<file path="config.mk">
export PLATFORM = sky130hd
export DESIGN_NAME = range_fill
export DESIGN_NICKNAME = d
export VERILOG_FILES = /design/src/rtl/range_fill.sv
export SDC_FILE = /design/constraint.sdc
export NUM_CORES = 1
export LEC_CHECK = 0
export BUFFER_PORTS_ARGS = -buffer_cell sky130_fd_sc_hd__buf_2
export CELL_PAD_IN_SITES_DETAIL_PLACEMENT = 1
export CELL_PAD_IN_SITES_GLOBAL_PLACEMENT = 2
export CORE_MARGIN = 1.5
export CORE_UTILIZATION = 34
export CTS_BUF_LIST = sky130_fd_sc_hd__clkbuf_8
export DETAILED_ROUTE_END_ITERATION = 10
export HOLD_SLACK_MARGIN = 0.02
export PLACE_DENSITY_LB_ADDON = 0.1
export SLEW_MARGIN = 20
export SYNTH_ARGS = -nofsm -noshare
export SYNTH_HDL_FRONTEND = slang
export SYNTH_SLANG_ARGS = --single-unit
</file>
<file path="constraint.sdc">
create_clock -name clk -period 5.6 [get_ports clk]
set_input_delay 0.28 -clock clk [delete_from_list [all_inputs] [get_ports clk]]
set_output_delay 0.28 -clock clk [all_outputs]
set_load 0.01 [all_outputs]
</file>
<file path="src/rtl/range_fill.sv">
module range_fill #(
  parameter int DW = 8,
  parameter int AW = 16,
  parameter int NB = 4
) (
  input  logic             clk,
  input  logic             rst_n,
  input  logic             start_i,
  input  logic [AW-1:0]    lo_addr_i,
  input  logic [AW-1:0]    hi_addr_i,
  input  logic [DW-1:0]    value_i,
  output logic             busy_o,
  output logic             done_o,
  output logic             wr_en_o,
  output logic [AW-NB-1:0] wr_blk_o,
  output logic [(1<<NB)-1:0] wr_mask_o,
  output logic [DW-1:0]    wr_data_o
);
  localparam int BLK = 1 << NB;
  localparam logic [AW:0] SPAN = (AW+1)'(BLK - 1);

  logic          busy_q, done_q;
  logic [AW-1:0] cur_q, end_q;
  logic [DW-1:0] val_q;

  logic          aligned, full_blk, last;
  logic [AW:0]   blk_last;
  logic [AW-1:0] step_last;

  assign aligned   = (cur_q[NB-1:0] == '0);
  assign blk_last  = {1'b0, cur_q} + SPAN;
  assign full_blk  = aligned && (blk_last <= {1'b0, end_q});
  assign step_last = full_blk ? blk_last[AW-1:0] : cur_q;
  assign last      = (step_last == end_q);

  assign busy_o    = busy_q;
  assign done_o    = done_q;
  assign wr_en_o   = busy_q;
  assign wr_blk_o  = cur_q[AW-1:NB];
  assign wr_mask_o = full_blk ? {BLK{1'b1}} : ({{(BLK-1){1'b0}}, 1'b1} << cur_q[NB-1:0]);
  assign wr_data_o = val_q;

  always_ff @(posedge clk or negedge rst_n) begin
    if (!rst_n) begin
      busy_q <= 1'b0;
      done_q <= 1'b0;
      cur_q  <= '0;
      end_q  <= '0;
      val_q  <= '0;
    end else begin
      done_q <= 1'b0;
      if (!busy_q) begin
        if (start_i) begin
          cur_q <= lo_addr_i;
          end_q <= hi_addr_i;
          val_q <= value_i;
          if (lo_addr_i > hi_addr_i) done_q <= 1'b1;
          else                       busy_q <= 1'b1;
        end
      end else if (last) begin
        busy_q <= 1'b0;
        done_q <= 1'b1;
      end else begin
        cur_q <= step_last + 1'b1;
      end
    end
  end

  AST_MASK_SHAPE: assert property (@(posedge clk) disable iff (!rst_n)
    wr_en_o |-> (wr_mask_o == {BLK{1'b1}} || $onehot(wr_mask_o)));
  AST_WITHIN_END: assert property (@(posedge clk) disable iff (!rst_n)
    wr_en_o |-> ({wr_blk_o, {NB{1'b0}}} <= end_q));
  AST_ASCENDING: assert property (@(posedge clk) disable iff (!rst_n)
    (wr_en_o && $past(wr_en_o)) |-> (cur_q > $past(cur_q)));
  AST_RANGE_HELD: assert property (@(posedge clk) disable iff (!rst_n)
    (busy_o && start_i) |=> ($stable(end_q) && $stable(val_q)));
  AST_DONE_PULSE: assert property (@(posedge clk) disable iff (!rst_n)
    done_o |=> !done_o);
endmodule

</file>
==> results of run 1 <==
[power groups by stage]
stage                     combinational (mW)  clock, mW  sequential, mW
after floorplan                         1.49          0           0.564
after global placement                  2.04          0           0.635
after detailed placement                2.07          0           0.643
after CTS                               2.09      0.224           0.637
after global routing                    2.36      0.234           0.667
final                                   2.15      0.215           0.645
[worst paths after layout]
check | to | slack [ps] | depth (start not counted)
worst max-delay path | cur_q[4] | 300 | 18
min in group asynchronous | cur_q[11] | 510 | 2
worst max register to register | cur_q[4] | 300 | 18
max in group asynchronous | end_q[0] | 4680 | 2
worst min-delay path | wr_data_o[2] | 160 | 3
worst min register to register | wr_data_o[0] | 480 | 2
[logic make-up after synthesis]
family,Yosys count
AND/OR/NAND/NOR,219
AO/OA/AOI/OAI,132
buffers and inverters,91
flip-flops,42
adder cells (fa/ha/maj),38
XOR/XNOR,36
multiplexers,8
[area by class of cell]
class | count | area [µm²]
Clock buffer | 6 | 82.6
Clock inverter | 2 | 8.76
Fill cell | 1610 | 7530
Inverter | 42 | 158
Multi-Input combinational cell | 433 | 2990
Sequential cell | 42 | 1050
Tap cell | 172 | 215
Timing Repair Buffer | 111 | 636
[sequential cells by signal, summed over array words and instances (netlist names)]
| signal | count |
|---|---|
| done_o | 1 |
| end_q | 16 |
| cur_q | 16 |
| wr_data_o | 8 |
| busy_o | 1 |
[per-layer routing]
metal	part of all wire	global-route usage
met3	0.036	0.0258
met2	0.45	0.378
met4	0.025	0.0841
met5	0	0
met1	0.49	0.363
[critical path: stages (launching register included)]
cell	delay [ps]
dfrtp_1	510
inv_1	170
ha_1	290
nor3b_2	200
nor4_2	310
nand3_1	190
xnor2_1	180
ha_1	330
nand3_2	90
or4_4	580
a31o_4	250
a31o_1	300
nand3_4	200
mux2i_1	290
o211ai_1	200
or3_1	410
buf_4	220
a311o_1	330
o221a_2	120
[stage by stage]
stage | total power, mW | utilization | worst slack, ps
3_5_place_dp | 2.71 | 0.394 | 161
3_3_place_gp | 2.67 | 0.394 | 149
6_report | 3.01 | 0.405 | 301
2_1_floorplan | 2.05 | - | 517
4_1_cts | 2.95 | 0.401 | 100
5_1_grt | 3.26 | 0.405 | 8.23
[cells in the final DEF, fill, tap and decap left out, types with 7 or more instances in the layout]
master   synthesis  routed
o21a_1           8       8
dfrtp_1         42      42
ha_1            38      38
nand3_1         20      20
nor2_1          24      23
nand4_1         11      11
xnor2_1         24      24
nor3_1          12      12
o21ai_0         30      27
nand2_1         93      93
buf_2            9      80
xor2_1          11      11
buf_4           15      30
mux2i_1          7       7
inv_1           40      41
a21oi_1         24      24
[timing repair]
action | CTS | global route
gates resized for setup | 0 | 6
endpoints found under the hold margin | 0 | 35
hold buffers | 0 | 1
buffers inserted | 0 | 4
setup endpoints to repair | 0 | 7
==> results.yml, run 1 <==
floorplan:
  core_mm2: 0.0127
  start_util: 0.351
  die_width_um: 117
  die_area_mm2: 0.0138
  dieHeight_um: 117
  rows: 41
  io_pins: 82
worst_setup_path:
  worst-endpoint-required_ps: 5800
  startpoint: "cur_q[1]"
  reg2reg_from: "cur_q[1]"
  cp-start-kind: "flip-flop"
  path_class: "reg2reg"
  crit_arrival_ps: 5500
  worstSetupEndpointType: "flip-flop"
  critPathMaxFanout: 20
finish:
  fin_cells: 808
  drive_gt1_frac: 0.231
  finalInstanceArea_mm2: 0.00514
  insertedDiodeCount: 0
  area_growth_pct: 15.5
  nNetsFinal: 716
timing:
  rsz0062_at_grt: "false"
  finalClockSkew_ps: 14.7
  maxSlewViolCount: 0
  min_period_over_period: 0.946
  worstMarginPinSlew_ps: 804
  final.setup.tns_ps: 0
  slew_headroom: 0.464
  fin_crit_ps: 5300
  whs_ps: 155
  timing.fmax_mhz: 189
  setup_viol: 0
  hold_viol_final: 0
route:
  first_pass_iters: 4
  drc: 0
  post_drt_wl_per_cell_um: 20.9
  drtAntennaViolNets: 0
  wl_mm: 16.9
  routed_via_density: 5.64
  drt_iter0_drc: 285
  vias: 4561
synthesis:
  synth_area_leaders: "dfrtp_1, ha_1, nand2_1, xnor2_1, inv_1"
  synth-adder-area-share: 0.107
  syn_avg_cell_area_um2: 7.86
  synthArstFlopShare: 1.00
  yosysMostFrequentCell: "nand2_1"
  synth_edf_count: 0
  synth_top_area_share: 0.236
  synth_compound_area_frac: 0.211
  ys.flop_type: "dfrtp_1"
  ys_ff_latch: 42
  synth_top_area_cell: "dfrtp_1"
  syn-cell-area_mm2: 0.00445
  synth_top_family_by_area: "simple AND/OR/NAND/NOR gates"
  synthCells: 566
  synth_simple_gate_area_frac: 0.255
  syn_nets: 647
  yosysSeqAreaShare: 0.236
  muxShareOfSynthArea: 0.0191
  synthXorXnorAreaFrac: 0.0740
  ys_types: 77
  synth.top_cells.by_count: "nand2_1, dfrtp_1, inv_1, ha_1, o21ai_0"
  yosysWarningCount: 0
clocking:
  cts_max_path_buffers: 2
  root_buffer: "clkbuf_8"
  cts_made_buffers: 5
  worstSkewPairLatency_ps: 310
  cts_tree: "done"
  htree_levels: 2
  clk_pin_slew_ps: 90
  cts_num_sinks: 42
pwr:
  intPower_mw: 1.40
  p_leak_nw: 2.42
  swShare: 0.536
  vdd_drop_max_mv: 0.168
  power_frac_clock: 0.071
  pwr-share-comb: 0.715
  power.switching_mw: 1.62
  seqPwrFrac: 0.214
  power.density_mw_per_mm2: 587
global_route:
  grt_max_degree: 43
  grt_overflow: 0
  grt_pass1_vias: 4662
  grt_pass1_wl_mm: 26.9
  antenna_found_initial: 0
  grt_usage: 0.248
placement:
  post_dp_cell_area_mm2: 0.00499
  dp_hpwl_mm: 13.3
  port_buffers: 81
  place.gp.congestion: 0.997
  placed_cells: 795
run_status:
  status: "complete, no violations"
worst_hold_path:
  min_from: "value_i[2]"
  worst_hold_path_type: "in2reg"
flow_run:
  drv_cap: 0
Note: power is estimated with default switching activity, not from simulation.
==> run 2: changes to the inputs <==
--- a/config.mk
+++ b/config.mk
@@ -12,6 +12,7 @@
 export CORE_UTILIZATION = 34
 export CTS_BUF_LIST = sky130_fd_sc_hd__clkbuf_8
 export DETAILED_ROUTE_END_ITERATION = 10
+export GPL_ROUTABILITY_DRIVEN = 0
 export HOLD_SLACK_MARGIN = 0.02
 export PLACE_DENSITY_LB_ADDON = 0.1
 export SLEW_MARGIN = 20
==> constraint.sdc (replaced) <==
create_clock -name clk -period 5.8 [get_ports clk]
set_input_delay 0.29 -clock clk [delete_from_list [all_inputs] [get_ports clk]]
set_output_delay 0.29 -clock clk [all_outputs]
set_load 0.01 [all_outputs]
==> run 2 against run 1 <==
  * Power down 4.2%
  * Clock power up 14%
  * Combinational power down 7%
  * Wire length up 0.13%
  * Worst setup slack better by 0.94 ps
  * Count of clock-buffer cells in the layout down 1
  * Clock skew up 1.8 ps
  * Sequential share of layout area up 0.22 points
==> results.yml, run 2 (synthesized netlist as in run 1, its figures left out) <==
worst_setup_path:
  path_class: "reg2reg"
  crit_arrival_ps: 5730
  critPathMaxFanout: 15
  r2r_cells: 19
  reg2reg_to: "cur_q[8]"
  worst-endpoint-required_ps: 6030
  worstSetupEndpointType: "flip-flop"
  reg2reg_from: "cur_q[0]"
  reg2reg_slack_ps: 300
  cp-start-kind: "flip-flop"
route:
  routed_via_density: 5.60
  post_drt_wl_per_cell_um: 21.1
  drt_iter0_drc: 273
  drtAntennaViolNets: 0
  wl_mm: 16.9
  drc: 0
  vias: 4476
  first_pass_iters: 5
finish:
  finalInstanceArea_mm2: 0.00508
  drive_gt1_frac: 0.220
  area_growth_pct: 14.3
  utilization: 0.401
  insertedDiodeCount: 0
  fin_cells: 799
  final_common_cell: "nand2_1"
  final_cell_mix: "nand2_1, buf_2, dfrtp_1, inv_1, ha_1"
  multiInputGateArea_mm2: 0.00298
  seqCellArea_mm2: 0.00105
  nNetsFinal: 707
  fillers: 1585
placement:
  post_dp_cell_area_mm2: 0.00495
  port_buffers: 81
  placed_cells: 790
  dp_hpwl_mm: 13.6
global_route:
  grt_pass1_vias: 4719
  grt_pass1_wl_mm: 26.7
  grt_overflow: 0
  grt_usage: 0.246
  antenna_found_initial: 0
  grt_max_degree: 43
timing:
  worstMarginPinSlew_ps: 817
  rsz0062_at_grt: "false"
  timing.fmax_mhz: 182
  maxSlewViolCount: 0
  slew_headroom: 0.455
  setup_viol: 0
  final.setup.tns_ps: 0
  hold_viol_final: 0
  min_period_over_period: 0.948
  fin_crit_ps: 5500
  finalClockSkew_ps: 16.5
floorplan:
  die_width_um: 117
  start_util: 0.351
  die_area_mm2: 0.0138
  io_pins: 82
  core_mm2: 0.0127
  rows: 41
  dieHeight_um: 117
pwr:
  power_mw: 2.89
  vdd_drop_max_mv: 0.209
  p_leak_nw: 2.38
  power.density_mw_per_mm2: 568
worst_hold_path:
  worst_hold_path_type: "in2reg"
  hold_depth: 3
  min_delay_worst_endpoint: "wr_data_o[1]"
  min_from: "value_i[1]"
clocking:
  cts_max_path_buffers: 2
  root_buffer: "clkbuf_8"
  clk_pin_slew_ps: 100
  cts_num_sinks: 42
  post-cts-setup-buffers: 0
  cts_made_buffers: 5
  cts_tree: "done"
  worstSkewPairLatency_ps: 310
  htree_levels: 2
flow_run:
  drv_cap: 0
run_status:
  status: "complete, no violations"
[run 2: power by group]
| part | switching (mW) | leakage (nW) | internal, mW |
|---|---|---|---|
| Sequential | 0.209 | 0.498 | 0.434 |
| Clock | 0.117 | 0.0585 | 0.129 |
| Combinational | 1.23 | 1.83 | 0.769 |
[run 2: layout make-up]
class | count | share of cell area
clock buffer | 5 | 0.0135
clock inverter | 3 | 0.00861
inverter | 42 | 0.0310
multi-input combinational | 433 | 0.586
sequential | 42 | 0.207
tap | 172 | 0.0423
timing repair buffer | 102 | 0.112
[run 2: stage by stage]
stage	hold WS [ps]	setup slack [ps]
after floorplan	-5.59	717
after global placement	454	510
after detailed placement	461	405
after CTS	161	335
after global routing	167	6.66
final	161	301
[run 2: repair_timing]
action | CTS | global route
hold buffers | 0 | 1
resized for setup | 0 | 2
endpoints found under the hold margin | 0 | 14
setup endpoints to repair | 0 | 4
[run 2: per-layer routing]
layer / up-vias / track usage / part of all wire / wire [µm]
met5: - / 0 / 0 / 0
met4: 0 / 0.0671 / 0.021 / 350
met3: 25 / 0.0263 / 0.038 / 646
met2: 123 / 0.392 / 0.45 / 7620
met1: 2202 / 0.352 / 0.49 / 8270
li1: 2126 / - / - / -
[run 2: worst max path at each step]
stage	from	end	slack (ps)	depth (start not counted)
floorplan	cur_q[0]	cur_q[9]	720	19
global placement	cur_q[0]	cur_q[9]	510	17
detailed placement	cur_q[0]	cur_q[13]	400	17
CTS	cur_q[0]	cur_q[13]	340	17
global route	cur_q[0]	cur_q[12]	7	19
finish	cur_q[0]	cur_q[8]	300	19
[run 2: critical path, stage by stage, from the launching register on]
cell and delay (ps):
dfrtp_1 520, inv_1 220, ha_1 310, nor3b_2 190
nor4_2 320, nand3_1 190, xnor2_1 190, ha_1 330
nand3_2 90, or4_4 590, a31o_4 250, a31oi_4 430
nor3_1 150, buf_4 190, xnor2_1 210, ha_1 250
nand4b_1 240, nor3b_1 240, or2_2 300, o221ai_1 170
